[src/rtl/vmc_pkg.sv]
package vmc_pkg;
    typedef enum logic [1:0] {
        ST_IDLE   = 2'd0,
        ST_RUN    = 2'd1,
        ST_FINISH = 2'd2
    } vmc_state_e;
endpackage

[src/rtl/vmc_nz_test.sv]
// Nonzero detector for one element, reduced in fixed-size slices.
module vmc_nz_test #(
    parameter int ELEM_W  = 64,
    parameter int SLICE_W = 16
) (
    input  logic [ELEM_W-1:0] data,
    output logic              nonzero
);
    localparam int NSLICE = (ELEM_W + SLICE_W - 1) / SLICE_W;
    localparam int PAD_W  = NSLICE * SLICE_W;

    logic [PAD_W-1:0]  padded;
    logic [NSLICE-1:0] slice_any;

    assign padded = PAD_W'(data);

    for (genvar s = 0; s < NSLICE; s++) begin : g_slice
        assign slice_any[s] = |padded[s*SLICE_W +: SLICE_W];
    end

    assign nonzero = |slice_any;
endmodule

[src/rtl/vmc_mask_reg.sv]
// Mask register: cleared at the start of a run, one bit set per nonzero element.
module vmc_mask_reg #(
    parameter int MAX_LEN = 64,
    parameter int IDX_W   = 6
) (
    input  logic               clk,
    input  logic               rst_n,
    input  logic               clear,
    input  logic               set_en,
    input  logic [IDX_W-1:0]   set_pos,
    output logic [MAX_LEN-1:0] mask
);
    always_ff @(posedge clk or negedge rst_n) begin
        if (!rst_n) begin
            mask <= '0;
        end else if (clear) begin
            mask <= '0;
        end else if (set_en) begin
            mask[set_pos] <= 1'b1;
        end
    end
endmodule

[src/rtl/vmc_fsm.sv]
// Run controller: sequencing, element position and write count.
module vmc_fsm
    import vmc_pkg::*;
#(
    parameter int MAX_LEN = 64,
    parameter int LEN_W   = 7,
    parameter int IDX_W   = 6
) (
    input  logic             clk,
    input  logic             rst_n,
    input  logic             start,
    input  logic [LEN_W-1:0] vlen,
    input  logic             elem_valid,
    input  logic             elem_nz,
    output logic             clear,
    output logic             set_en,
    output logic             done,
    output logic [IDX_W-1:0] pos,
    output logic [LEN_W-1:0] cnt
);
    vmc_state_e       state, nxt;
    logic [LEN_W-1:0] len_q, pos_q, cnt_q;
    logic             take, last;

    assign take = (state == ST_RUN) && elem_valid;
    assign last = (pos_q == len_q - LEN_W'(1));

    // next-state selection
    always_comb begin
        nxt = state;
        unique case (state)
            ST_IDLE:   if (start) nxt = (vlen == '0) ? ST_FINISH : ST_RUN;
            ST_RUN:    if (take && last) nxt = ST_FINISH;
            ST_FINISH: nxt = ST_IDLE;
            default:   nxt = ST_IDLE;
        endcase
    end

    // state register
    always_ff @(posedge clk or negedge rst_n) begin
        if (!rst_n) state <= ST_IDLE;
        else        state <= nxt;
    end

    // datapath counters
    always_ff @(posedge clk or negedge rst_n) begin
        if (!rst_n) begin
            len_q <= '0;
            pos_q <= '0;
            cnt_q <= '0;
        end else if (state == ST_IDLE && start) begin
            len_q <= vlen;
            pos_q <= '0;
            cnt_q <= '0;
        end else if (take) begin
            pos_q <= pos_q + LEN_W'(1);
            if (elem_nz) cnt_q <= cnt_q + LEN_W'(1);
        end
    end

    // outputs
    always_comb begin
        clear  = (state == ST_IDLE) && start;
        set_en = take && elem_nz;
        done   = (state == ST_FINISH);
        pos    = pos_q[IDX_W-1:0];
        cnt    = cnt_q;
    end
endmodule

[src/rtl/vmask_compress.sv]
module vmask_compress #(
    parameter int MAX_LEN = 64,
    parameter int ELEM_W  = 64,
    parameter int LEN_W   = $clog2(MAX_LEN + 1),
    parameter int IDX_W   = $clog2(MAX_LEN)
) (
    input  logic               clk,
    input  logic               rst_n,
    input  logic               start,
    input  logic [LEN_W-1:0]   vlen,
    input  logic               elem_valid,
    input  logic [ELEM_W-1:0]  elem_data,
    output logic [MAX_LEN-1:0] mask_out,
    output logic               wr_en,
    output logic [IDX_W-1:0]   wr_addr,
    output logic [IDX_W-1:0]   wr_idx,
    output logic               done,
    output logic [LEN_W-1:0]   count
);
    logic             nz, clear, set_en;
    logic [IDX_W-1:0] pos;
    logic [LEN_W-1:0] cnt;

    vmc_nz_test #(.ELEM_W(ELEM_W)) u_nz (
        .data    (elem_data),
        .nonzero (nz)
    );

    vmc_fsm #(.MAX_LEN(MAX_LEN), .LEN_W(LEN_W), .IDX_W(IDX_W)) u_fsm (
        .clk        (clk),
        .rst_n      (rst_n),
        .start      (start),
        .vlen       (vlen),
        .elem_valid (elem_valid),
        .elem_nz    (nz),
        .clear      (clear),
        .set_en     (set_en),
        .done       (done),
        .pos        (pos),
        .cnt        (cnt)
    );

    vmc_mask_reg #(.MAX_LEN(MAX_LEN), .IDX_W(IDX_W)) u_mask (
        .clk     (clk),
        .rst_n   (rst_n),
        .clear   (clear),
        .set_en  (set_en),
        .set_pos (pos),
        .mask    (mask_out)
    );

    assign wr_en   = set_en;
    assign wr_addr = cnt[IDX_W-1:0];
    assign wr_idx  = pos;
    assign count   = cnt;
endmodule

[config.mk]
export PLATFORM = sky130hd
export DESIGN_NAME = vmask_compress
export DESIGN_NICKNAME = d
export VERILOG_FILES = /design/src/rtl/vmc_pkg.sv /design/src/rtl/vmc_nz_test.sv /design/src/rtl/vmc_mask_reg.sv /design/src/rtl/vmc_fsm.sv /design/src/rtl/vmask_compress.sv
export SDC_FILE = /design/constraint.sdc
export NUM_CORES = 1
export LEC_CHECK = 0
export CORE_ASPECT_RATIO = 2
export CORE_MARGIN = 4
export CORE_UTILIZATION = 47
export DETAILED_ROUTE_END_ITERATION = 6
export MAX_ROUTING_LAYER = met4
export PLACE_DENSITY = 0.95
export SLEW_MARGIN = 10
export SYNTH_ARGS = -nofsm -noshare
export SYNTH_HDL_FRONTEND = slang
export SYNTH_HIERARCHICAL = 1
export SYNTH_SLANG_ARGS = --single-unit
[constraint.sdc]
create_clock -name clk -period 3.4 [get_ports clk]
set_input_delay 0.68 -clock clk [delete_from_list [all_inputs] [get_ports clk]]
set_output_delay 0.68 -clock clk [all_outputs]
set_load 0.02 [all_outputs]
==> flow_metrics.py, run 1 <==
metrics = {
    "timing": {
        "min_period_over_period_pct": 97.5,
        "rsz0062_at_grt": "no",
        "setup_viol": 0,
        "drv_slew": 0,
        "skew_ps": 10.5,
        "timing.fmax_mhz": 302,
        "hold_viol": 0,
        "hold_ws_ps": 526,
        "max_slew_margin_pct": 29.0,
        "fin_crit_ps": 3310,
        "worst_slew_pin_slew_ps": 1070,
    },
    "yosys": {
        "yosysTopAreaCell": "dfrtp_1",
        "synth_cell_types": 39,
        "synth.top_cell.area_share_pct": 53.8,
        "yosys-top-cells-area": "dfrtp_1 (54%), o22ai_1 (7.9%), inv_1 (6.2%), o22ai_2 (4.0%), xor2_1 (2.8%)",
        "synth_area_sq_um": 4050,
        "syn-instance-count": 383,
        "syn_avg_cell_area_sq_um": 10.6,
        "ys_warn_count": 6,
        "syn-num-nets": 461,
        "yosysSeqAreaShare_pct": 53.8,
        "synth-seq-cells": 87,
    },
    "critical_path": {
        "crit_required_ps": 2720,
        "cp_data_arrival_time_ps": 2630,
        "cp-end-kind": "primary output",
        "worstSetupStartpointType": "input pin",
        "criticalPathCategory": "input pin to primary output",
        "slowest_stage": "or4_1",
        "path_cells": "clkdlybuf4s50_1 > nor4_2 > nand4_1 > or4_1 > and4b_1 > clkdlybuf4s15_1",
        "slowest_delay_ps": 520,
        "worstPathMaxFanout": 2,
    },
    "finish": {
        "nFillCells": 616,
        "final_area_sq_um": 5920,
        "final_core_util_pct": 70.8,
        "regArea_sq_um": 2180,
        "drive_gt1_share_pct": 8.90,
        "fin_nets": 601,
        "multi_input_area_sq_um": 1400,
        "diodes": 0,
        "area_delta_synth_final_pct": 46.1,
    },
    "detailed_routing": {
        "wirelength_mm": 11.7,
        "drc": 0,
        "initialDrtViolationCount": 369,
        "drtAntennaViolNets": 0,
        "wl_per_cell_um": 18.6,
        "firstDrtPassIters": 6,
        "vias": 3579,
        "vias_per_cell": 5.72,
    },
    "placement": {
        "place.gp.congestion": 0.847,
        "place.detailed.hpwl_mm": 8.72,
        "placed_area_sq_um": 5610,
        "placement.io_buffers": 159,
    },
    "global_routing": {
        "antenna_found_initial": 0,
        "grt_use_total_pct": 23.8,
        "grt_max_degree": 99,
        "grt_remaining_overflow": 0,
        "first_global_vias": 3669,
        "grt_pass1_wl_mm": 18.0,
    },
    "die": {
        "initial_core_util_pct": 48.5,
        "placeableCoreArea_sq_um": 8350,
        "io-pin-count": 160,
        "dieArea_sq_um": 10300,
        "die_h_um": 139,
        "die_x_um": 73.6,
        "rows": 47,
    },
    "run": {
        "cap_violations": 0,
    },
    "power": {
        "seq_power_share_pct": 33.2,
        "p_leak_nw": 2.54,
        "p_clk_share_pct": 16.3,
        "power_density_nw_per_um2": 1010,
        "total_power_mw": 6.00,
        "peakVddDrop_v": 0.000557,
        "comb_power_share_pct": 50.5,
        "p_sw_share_pct": 40.1,
        "power_switching_mw": 2.41,
        "internal_power_mw": 3.59,
    },
    "clocking": {
        "htree_levels": 3,
        "cts-root-buf": "clkbuf_16",
        "cts_tree": "yes",
        "cts.sinks": 87,
        "clock_latency_ps": 340,
        "clk_pin_slew_ps": 70,
        "clockBufferDepth": 2,
        "cts_buffers": 9,
        "post_cts_buffers": 0,
    },
    "status": {
        "outcome": "finished, final reports clean",
    },
    "worst_hold_path": {
        "hold_class": "flip-flop to flip-flop",
    },
}
-- metal layers --
metal / part of all wire, % / up-vias / global-route usage (%)
li1: - / 1600 / -
met3: 7.0 / 37 / 3.90
met5: 0 / - / -
met2: 56 / 209 / 41.9
met1: 33 / 1733 / 24.7
met4: 3.6 / 0 / 11.0
-- kinds of logic after synthesis --
logic type,after synthesis,synth area share (%)
AO/OA/AOI/OAI,72,13.1
XOR/XNOR,22,4.76
adder cells (fa/ha/maj),3,0.927
buffers and inverters,105,11.9
flip-flops,87,53.8
multiplexers,6,1.61
AND/OR/NAND/NOR,88,13.9
-- synth_stat cells, drive strengths merged --
cell type,instances
mux2i,2
and4,2
or4b,4
clkbuf,7
o221a,1
o22ai,64
o31a,1
or4,2
and3b,1
nor3b,1
or3,1
nor2,18
nand4bb,6
and3,2
nand2,8
and4b,1
nand3,5
nor4,17
and2b,1
ha,3
inv,67
buf,31
nand4b,4
nor3,4
o21ai,6
or2b,1
nand4,10
mux2,4
xnor2,9
dfrtp,87
xor2,13
-- what timing repair did --
action,CTS,global route
setup endpoints to repair,1,1
hold buffers,0,0
hold endpoints to repair,0,0
gates cloned,0,0
gates resized for setup,1,2
-- power by group through the flow --
stage | logic, mW | registers [mW] | clock network [mW]
3_3_place_gp | 2.91 | 1.98 | 0
5_1_grt | 3.21 | 2.06 | 1.05
6_report | 3.03 | 1.99 | 0.978
4_1_cts | 3.04 | 1.99 | 0.995
2_1_floorplan | 1.35 | 2.35 | 0
3_5_place_dp | 3.02 | 2.01 | 0
-- critical path: cells and delay by family --
kind	cells	cell delay, ps
and+or+nand+nor	4	1200
buffers and inverters	2	760
-- state kept, by name (all words and copies together), names as in the netlist --
register     flops
u_fsm/len_q      7
u_fsm/cnt        7
u_fsm/state      2
u_fsm/pos_q      7
u_mask/mask     64
-- metrics by stage --
step	setup WS, ps	std cells	setup TNS (ps)
CTS	19.7	626	0
detailed placement	-206	610	-206
floorplan	801	383	0
global route	7.87	626	0
finish	86.4	626	0
global placement	-204	610	-204
-- layout make-up --
class                           count  share of cell area (%)
Timing Repair Buffer              167                    28.1
Clock inverter                      5                   0.973
Multi-Input combinational cell    191                    23.7
Tap cell                           98                    2.07
Clock buffer                       11                    4.10
Sequential cell                    87                    36.8
Inverter                           67                    4.25
-- layout by cell type (no fill, tap or decap), types with 2 or more instances in the layout --
master and count:
or4b_1 3, nand4_1 10, o21ai_0 5, dfrtp_1 87, and3_1 2, mux2i_1 2, nor2_1 18, or4_1 2
nor3_1 4, nor4_2 2, o22ai_1 51, nand4bb_1 6, nor4_1 15, buf_4 8, clkbuf_16 9, clkinv_2 2
clkdlybuf4s50_1 157, nand3_1 5, xnor2_1 9, clkinv_4 2, o22ai_2 13, nand4b_1 4, nand2_1 8, mux2_2 4
xor2_1 13, inv_1 67, ha_1 3
-- path summary, 6_finish.rpt --
check,start,endpoint,slack [ps],cells past startpoint
worst max-delay path,elem_data[14],wr_en,90,6
worst min-delay path,u_mask/mask[20],u_mask/mask[20],530,2
worst max register to register,u_fsm/state[1],u_mask/mask[52],1430,4
worst min register to register,u_mask/mask[20],u_mask/mask[20],530,2
max in group asynchronous,rst_n,u_mask/mask[42],2180,1
min in group asynchronous,rst_n,u_mask/mask[3],540,1
(Power assumes the default switching activity.)
==> run 2, diff against run 1 <==
CELL_PAD_IN_SITES_DETAIL_PLACEMENT = 1   (was default)
CELL_PAD_IN_SITES_GLOBAL_PLACEMENT = 2   (was default)
CORE_UTILIZATION = 28   (was 47)
==> run 2 against run 1 <==
  * Cell count is 15% higher
  * Total power is 0.69% higher
  * Via count is 3.9% lower
  * Combinational power hardly changed
  * Non-clock buffer count is 6 higher
  * Sequential power hardly changed
  * Die area is 62% higher
  * Clock skew is 4.8 ps lower
  * Fmax is 0.20% higher
==> flow_metrics.py, run 2 (same netlist as run 1, synthesis figures left out) <==
metrics = {
    "status": {
        "outcome": "finished, final reports clean",
    },
    "power": {
        "peakVddDrop_v": 0.000303,
        "total_power_mw": 6.04,
        "comb_power_share_pct": 50.3,
        "internal_power_mw": 3.63,
        "power_switching_mw": 2.41,
        "seq_power_share_pct": 33.1,
        "p_sw_share_pct": 39.9,
        "power_density_nw_per_um2": 989,
        "p_clk_share_pct": 16.7,
        "p_leak_nw": 2.57,
    },
    "finish": {
        "final_area_sq_um": 6110,
        "diodes": 0,
        "fin_nets": 607,
        "top_register": "u_mask/mask",
        "drive_gt1_share_pct": 10.1,
        "final_common_cell": "clkdlybuf4s50_1",
        "mostFrequentLayoutCells": "clkdlybuf4s50_1 (157), dfrtp_1 (87), inv_1 (67)",
        "largest_reg_flops": 64,
        "nFillCells": 1558,
        "area_delta_synth_final_pct": 50.9,
        "final_core_util_pct": 43.5,
        "final_cell_count_no_fill": 723,
    },
    "critical_path": {
        "worstSetupStartpointType": "input pin",
        "cp-end-kind": "primary output",
        "crit_required_ps": 2720,
        "worstPathMaxFanout": 2,
        "criticalPathCategory": "input pin to primary output",
        "cp_data_arrival_time_ps": 2630,
    },
    "global_routing": {
        "antenna_found_initial": 0,
        "grt_remaining_overflow": 0,
        "grt_max_degree": 43,
        "grt_pass1_wl_mm": 19.8,
        "grt_use_total_pct": 15.8,
        "first_global_vias": 3809,
    },
    "clocking": {
        "cts-root-buf": "clkbuf_16",
        "cts_tree": "yes",
        "clockBufferDepth": 2,
        "postCtsHoldBufs": 0,
        "clk_pin_slew_ps": 60,
        "cts.sinks": 87,
        "clock_latency_ps": 330,
        "cts_buffers": 9,
        "htree_levels": 3,
    },
    "detailed_routing": {
        "vias": 3439,
        "drtAntennaViolNets": 0,
        "initialDrtViolationCount": 84,
        "firstDrtPassIters": 6,
        "wirelength_mm": 12.8,
        "vias_per_cell": 4.76,
        "wl_per_cell_um": 17.7,
        "drc": 0,
    },
    "timing": {
        "drv_slew": 0,
        "hold_ws_ps": 343,
        "worst_slew_pin_slew_ps": 675,
        "hold_viol": 0,
        "setup_viol": 0,
        "setup-tns-final_ps": 0,
        "min_period_over_period_pct": 97.3,
        "max_slew_margin_pct": 55.0,
        "rsz0062_at_grt": "no",
        "fin_crit_ps": 3310,
        "timing.fmax_mhz": 302,
        "layout_setup_ws_ps": 92.9,
        "skew_ps": 5.64,
    },
    "placement": {
        "pre_cts_slack_ps": -340,
        "placed_cells": 707,
        "placed_area_sq_um": 5770,
        "place.gp.congestion": 0.757,
        "place.detailed.hpwl_mm": 9.98,
        "placement.io_buffers": 159,
    },
    "die": {
        "initial_core_util_pct": 28.8,
        "placeableCoreArea_sq_um": 14000,
        "dieArea_sq_um": 16600,
        "rows": 61,
        "io-pin-count": 160,
        "die_h_um": 178,
        "die_x_um": 93.0,
    },
    "run": {
        "cap_violations": 0,
    },
    "worst_hold_path": {
        "hold_class": "input pin to asynchronous set/reset pin",
    },
}
==> run 2: cell count changes in the layout (fill, tap and decap cells not counted), sizes merged <==
cell | previous run | this run
clkinvlp | 0 | 2
buf | 9 | 15
clkbuf | 11 | 12
clkinv | 4 | 1
==> run 2: final timing paths <==
check,from,end,slack (ps),cells past startpoint
hold reg to reg,u_mask/mask[54],u_mask/mask[54],530,2
setup reg to reg,u_fsm/state[0],u_mask/mask[62],1500,4
max in group asynchronous,rst_n,u_mask/mask[36],2330,2
hold / removal,rst_n,u_mask/mask[5],340,1
min in group clk,u_mask/mask[54],u_mask/mask[54],530,2
setup / recovery,elem_data[15],wr_en,90,6
==> run 2: timing repair <==
action	CTS	global route
buffers inserted	0	0
resized for setup	5	1
setup endpoints to repair	1	1
pin swaps	0	2
==> run 2: power groups by stage <==
stage / logic (mW) / registers [mW] / clock network (mW)
floorplan: 1.35 / 2.35 / 0
global placement: 2.98 / 2.00 / 0
detailed placement: 3.07 / 2.03 / 0
CTS: 3.08 / 2.01 / 1.04
global route: 3.24 / 2.09 / 1.08
finish: 3.04 / 2.00 / 1.01
==> run 2: layer usage <==
metal	routed length, um	part of all wire, %	global-route usage, %
met3	566	4.4	2.32
met4	204	1.6	4.40
met5	0	0	-
met1	4760	37	16.5
met2	7250	57	30.3
==> run 2: final cells by class <==
class / count / area [sq um] / area share [%]
multi-input combinational: 191 / 1430 / 23.4
clock inverter: 4 / 53.8 / 0.881
tap: 189 / 236 / 3.87
timing repair buffer: 173 / 1710 / 27.9
inverter: 67 / 251 / 4.12
clock buffer: 12 / 256 / 4.20
sequential: 87 / 2180 / 35.6
==> run 2: worst max-delay path, stage by stage <==
cell and delay (ps):
clkdlybuf4s50_1 440, nor4_4 340, nand4_1 120, or4_1 520, and4b_1 230, clkdlybuf4s15_1 300
